[src/rtl/otp_prog_pkg.sv]
`timescale 1ns/1ps
package otp_prog_pkg;
  typedef enum logic [1:0] {ST_IDLE, ST_LEAD, ST_PULSE, ST_FALL} seqState_e;

  typedef struct packed {
    logic capture;
    logic commit;
  } dpStrobe_t;

  // Cycles covering at least durNs nanoseconds at hz, rounded up, minimum 1.
  function automatic int cyclesFor(longint hz, longint durNs);
    longint t;
    t = (hz * durNs + 64'd999_999_999) / 64'd1_000_000_000;
    return (t < 1) ? 1 : int'(t);
  endfunction
endpackage

[src/rtl/otp_prog_ctrl.sv]
`timescale 1ns/1ps
module otp_prog_ctrl
  import otp_prog_pkg::*;
#(
  parameter int LEAD_CYC  = 2,
  parameter int PULSE_CYC = 300,
  parameter int FALL_CYC  = 10
) (
  input  logic       clk,
  input  logic       rstN,
  input  logic       wrReq,
  output dpStrobe_t  strobe,
  output logic       busy,
  output logic       progEn,
  output logic       done,
  output logic       reqErr
);
  localparam int MAX_CYC = (PULSE_CYC > LEAD_CYC) ?
                           ((PULSE_CYC > FALL_CYC) ? PULSE_CYC : FALL_CYC) :
                           ((LEAD_CYC > FALL_CYC) ? LEAD_CYC : FALL_CYC);
  localparam int CNT_W = $clog2(MAX_CYC + 1);

  seqState_e state;
  logic [CNT_W-1:0] cnt;
  logic cntZero;

  assign cntZero = (cnt == '0);

  always_ff @(posedge clk or negedge rstN) begin
    if (!rstN) begin
      state  <= ST_IDLE;
      cnt    <= '0;
      done   <= 1'b0;
      reqErr <= 1'b0;
    end else begin
      done   <= 1'b0;
      reqErr <= wrReq && (state != ST_IDLE);
      case (state)
        ST_IDLE: begin
          if (wrReq) begin
            state <= ST_LEAD;
            cnt   <= CNT_W'(LEAD_CYC - 1);
          end
        end
        ST_LEAD: begin
          if (cntZero) begin
            state <= ST_PULSE;
            cnt   <= CNT_W'(PULSE_CYC - 1);
          end else begin
            cnt <= cnt - 1'b1;
          end
        end
        ST_PULSE: begin
          if (cntZero) begin
            state <= ST_FALL;
            cnt   <= CNT_W'(FALL_CYC - 1);
          end else begin
            cnt <= cnt - 1'b1;
          end
        end
        default: begin
          if (cntZero) begin
            state <= ST_IDLE;
            done  <= 1'b1;
          end else begin
            cnt <= cnt - 1'b1;
          end
        end
      endcase
    end
  end

  always_comb begin
    strobe.capture = (state == ST_IDLE) && wrReq;
    strobe.commit  = (state == ST_FALL) && cntZero;
  end

  assign busy   = (state != ST_IDLE);
  assign progEn = (state == ST_PULSE);
endmodule

[src/rtl/otp_prog_mem.sv]
`timescale 1ns/1ps
module otp_prog_mem
  import otp_prog_pkg::*;
#(
  parameter int DEPTH  = 128,
  parameter int DATA_W = 8,
  localparam int ADDR_W = $clog2(DEPTH)
) (
  input  logic              clk,
  input  logic              rstN,
  input  dpStrobe_t         strobe,
  input  logic [ADDR_W-1:0] wrAddr,
  input  logic [DATA_W-1:0] wrData,
  input  logic [ADDR_W-1:0] rdAddr,
  output logic [DATA_W-1:0] rdData
);
  logic [DATA_W-1:0] cells [DEPTH];
  logic [ADDR_W-1:0] pendAddr;
  logic [DATA_W-1:0] pendData;

  always_ff @(posedge clk or negedge rstN) begin
    if (!rstN) begin
      pendAddr <= '0;
      pendData <= '0;
    end else if (strobe.capture) begin
      pendAddr <= wrAddr;
      pendData <= wrData;
    end
  end

  always_ff @(posedge clk or negedge rstN) begin
    if (!rstN) begin
      for (int i = 0; i < DEPTH; i++) cells[i] <= '0;
    end else if (strobe.commit) begin
      cells[pendAddr] <= cells[pendAddr] | pendData;
    end
  end

  assign rdData = cells[rdAddr];
endmodule

[src/rtl/otp_prog_seq.sv]
`timescale 1ns/1ps
module otp_prog_seq
  import otp_prog_pkg::*;
#(
  parameter int CLK_HZ = 1_000_000
) (
  input  logic       clk,
  input  logic       rstN,
  input  logic       wrReq,
  input  logic [6:0] wrAddr,
  input  logic [7:0] wrData,
  input  logic [6:0] rdAddr,
  output logic [7:0] rdData,
  output logic       busy,
  output logic       progEn,
  output logic       done,
  output logic       reqErr
);
  localparam int LEAD_CYC  = cyclesFor(longint'(CLK_HZ), 64'd2_000);
  localparam int PULSE_CYC = cyclesFor(longint'(CLK_HZ), 64'd300_000);
  localparam int FALL_CYC  = cyclesFor(longint'(CLK_HZ), 64'd10_000);

  dpStrobe_t strobe;

  otp_prog_ctrl #(
    .LEAD_CYC (LEAD_CYC),
    .PULSE_CYC(PULSE_CYC),
    .FALL_CYC (FALL_CYC)
  ) ctrl_i (
    .clk   (clk),
    .rstN  (rstN),
    .wrReq (wrReq),
    .strobe(strobe),
    .busy  (busy),
    .progEn(progEn),
    .done  (done),
    .reqErr(reqErr)
  );

  otp_prog_mem #(
    .DEPTH (128),
    .DATA_W(8)
  ) mem_i (
    .clk   (clk),
    .rstN  (rstN),
    .strobe(strobe),
    .wrAddr(wrAddr),
    .wrData(wrData),
    .rdAddr(rdAddr),
    .rdData(rdData)
  );
endmodule

[config.mk]
export PLATFORM = sky130hd
export DESIGN_NAME = otp_prog_seq
export DESIGN_NICKNAME = d
export VERILOG_FILES = /design/src/rtl/otp_prog_pkg.sv /design/src/rtl/otp_prog_ctrl.sv /design/src/rtl/otp_prog_mem.sv /design/src/rtl/otp_prog_seq.sv
export SDC_FILE = /design/constraint.sdc
export NUM_CORES = 2
export LEC_CHECK = 0
export BUFFER_PORTS_ARGS = -buffer_cell sky130_fd_sc_hd__buf_2
export CORE_MARGIN = 2
export CORE_UTILIZATION = 55
export DETAILED_ROUTE_END_ITERATION = 10
export PLACE_DENSITY_LB_ADDON = 0.05
export SYNTH_ARGS = -nofsm -noshare
export SYNTH_HDL_FRONTEND = slang
export SYNTH_HIERARCHICAL = 1
export SYNTH_SLANG_ARGS = --single-unit
[constraint.sdc]
create_clock -name clk -period 3.45 [get_ports clk]
set_input_delay 0.345 -clock clk [delete_from_list [all_inputs] [get_ports clk]]
set_output_delay 0.345 -clock clk [all_outputs]
set_load 0.1 [all_outputs]
==> results.ini <==
[yosys]
synth.avg_cell_area_um2 = 10.9
ys_warn_count = 6
netlist.top_cell.by_area = dfrtp_1
ys_types = 94
synthCells = 5175
ys_dominant_reg_cell = dfrtp_1
synth.area.top_cells = dfrtp_1 47%, mux4_2 16%, nor2_1 6.3%
ys_async_sr_fraction = 1.00
yosysSeqAreaShare = 0.467
synth_seq_cells = 1052
synthesis.area_um2 = 56400
synth-edff-count = 0
yosysTopAreaCellShare = 0.467
syn_nets = 5207

[finish]
multiInputGateArea_um2 = 27900
antenna-diode-count = 0
regArea_um2 = 26300
final_common_cell = dfrtp_1
fillers = 8086
drive_gt1_frac = 0.257
mostFrequentLayoutCells = 1047 x dfrtp_1, 942 x nor2_1, 537 x a21oi_1, 451 x buf_4, 404 x mux4_2
area_delta_synth_final_pct = 16.1
fin_nets = 5451

[outcome]
failed_checks = setup timing
status = complete, but fails checks

[clock_tree]
cts-buffers-inserted = 115
cts_tree = yes
root_buffer = clkbuf_16
insertion_delay_ps = 740
htree_levels = 3
cts.sinks = 1052
clk_pin_slew_ps = 60
cts_max_path_buffers = 3

[power]
ir_worst_vdd_mv = 0.702
p_total_uw = 46800
leakage_uw = 0.0285
pwr_density_cell_nw_per_um2 = 714

[route]
drt-initial-drc-count = 6439
wl_per_cell_um = 30.7
final_antenna_net_count = 0
drc_errors = 0
drt-total-wl_mm = 211
via_per_inst = 6.81
dr_total_vias = 46900
drt-pass1-iter-count = 6

[floorplanning]
core.rowCount = 117
dieWidth_um = 324
io_pins = 37
core_um2 = 102000
initial_core_util = 0.554
die_h_um = 324
die_area_um2 = 105000

[place]
io_buffers = 36
globalplace.congestion = 1.01
dp_hpwl_mm = 148

[global_route]
antenna_found_initial = 7
grt_overflow_total = 0
grt_pass1_vias = 45100
grt_max_degree = 120
grt_pass1_wl_mm = 313
grt_use_total = 0.409

[setup_path]
cp_data_required_time_ps = 3110
path_class = register to output pin
path_max_fanout = 3
crit_arrival_ps = 3370
crit_path_end_kind = output pin
setup.worst_path.start_class = register

[timing]
period_share = 1.08
max_slew.worst_pin.slew_ps = 1170
final.setup.tns_ps = -1060
holdWs_ps = 26.0
setup_viol = 7
worst_slack_ps = -264
fin_worst_skew_ps = 32.2
hold_viol = 0
finalCriticalPeriod_ps = 3710
fmax_ghz = 0.269
drv_slew = 0
rsz0062_at_grt = true
relSlewSlack = 0.216

[worst_hold_path]
hp-class = input port to register

[run]
cap_violations = 0

==> layer usage <==
layer	track usage	share of wire	vias up
li1	-	-	19800
met1	0.583	0.39	23600
met2	0.582	0.43	2958
met3	0.120	0.13	587
met4	0.180	0.051	12
met5	0	0.00042	-
==> synth_stat cells (6+ instances only) <==
cell type and number:
a211oi_1 16, a21oi_1 538, a21oi_2 40, a221o_1 26, a221oi_1 98, a22o_1 13, a22oi_1 56, a31oi_1 224
and2_1 7, and3_1 10, and3b_1 6, buf_1 38, buf_2 109, buf_4 43, buf_6 42, clkbuf_1 229
dfrtp_1 1052, ha_1 7, inv_1 16, mux2_2 118, mux2i_1 109, mux4_1 19, mux4_2 404, nand2_1 401
nand2b_1 17, nand3_1 25, nand3b_1 22, nand4_1 11, nor2_1 947, nor2b_1 12, nor3_1 19, nor3b_1 8
o2111ai_1 18, o211ai_1 15, o21ai_0 234, o21ai_1 51, o21ai_2 9, o221ai_1 19, o22ai_1 22, o2bb2ai_1 11
o311a_1 6, o31ai_1 6, or3_1 7
==> report_power, final <==
part	internal [µW]	switching [µW]
Combinational	6650	12900
Clock	7330	5310
Sequential	13300	1270
==> worst max-delay path: stages (launching register included) <==
cell and delay (ps):
dfrtp_1 400, mux4_2 540, mux4_2 510, o2111ai_2 200
buf_6 150, nand4_1 380, buf_4 310, buf_12 160
==> registers in the layout (all words and copies together) (netlist names) <==
register / count
mem_i/cells: 1024
mem_i/pendData: 8
ctrl_i/cnt: 9
ctrl_i/state: 2
ctrl_i/done: 1
mem_i/pendAddr: 7
ctrl_i/reqErr: 1
==> cell families after synthesis <==
group	synth area share
simple gates	0.110
buf+inv	0.0444
compound gates	0.162
flops	0.467
mux	0.215
fa+ha+maj	0.00155
==> final timing paths <==
| check | start | to | slack (ps) | cells after the start |
|---|---|---|---|---|
| setup / recovery | mem_i/cells[305] | rdData[1] | -260 | 7 |
| hold / removal | wrData[7] | mem_i/pendData[7] | 30 | 4 |
| setup reg to reg | mem_i/pendAddr[0] | mem_i/cells[638] | 90 | 9 |
| hold reg to reg | mem_i/cells[771] | mem_i/cells[771] | 500 | 2 |
| max in group asynchronous | rstN | mem_i/cells[406] | 2140 | 4 |
| min in group asynchronous | rstN | mem_i/cells[151] | 190 | 2 |
==> through the flow <==
stage          cell area (µm²)  worst slack, ps  std cells   util
3_5_place_dp             61000             -444       6628  0.599
6_report                 65500             -264       6881  0.643
5_1_grt                  65500             -277       6881  0.643
2_1_floorplan            56400             18.2       5175      -
4_1_cts                  65400             -209       6878  0.643
3_3_place_gp             61000             -461       6628  0.599
==> area by class of cell <==
| class | instances | share of cell area |
|---|---|---|
| Tap cell | 1368 | 0.0261 |
| Sequential cell | 1052 | 0.402 |
| Timing Repair Buffer | 593 | 0.0862 |
| Clock inverter | 47 | 0.00830 |
| Inverter | 19 | 0.00109 |
| Multi-Input combinational cell | 3638 | 0.426 |
| Clock buffer | 164 | 0.0500 |
==> timing repair <==
| action | 4_1_cts | 5_1_grt |
|---|---|---|
| resized for setup | 53 | 7 |
| setup buffers | 23 | 3 |
| endpoints found under the hold margin | 53 | 0 |
| pin swaps | 9 | 6 |
| hold buffers | 16 | 0 |
| setup endpoints to repair | 8 | 28 |
No activity file was read; power rests on OpenSTA's default activity.
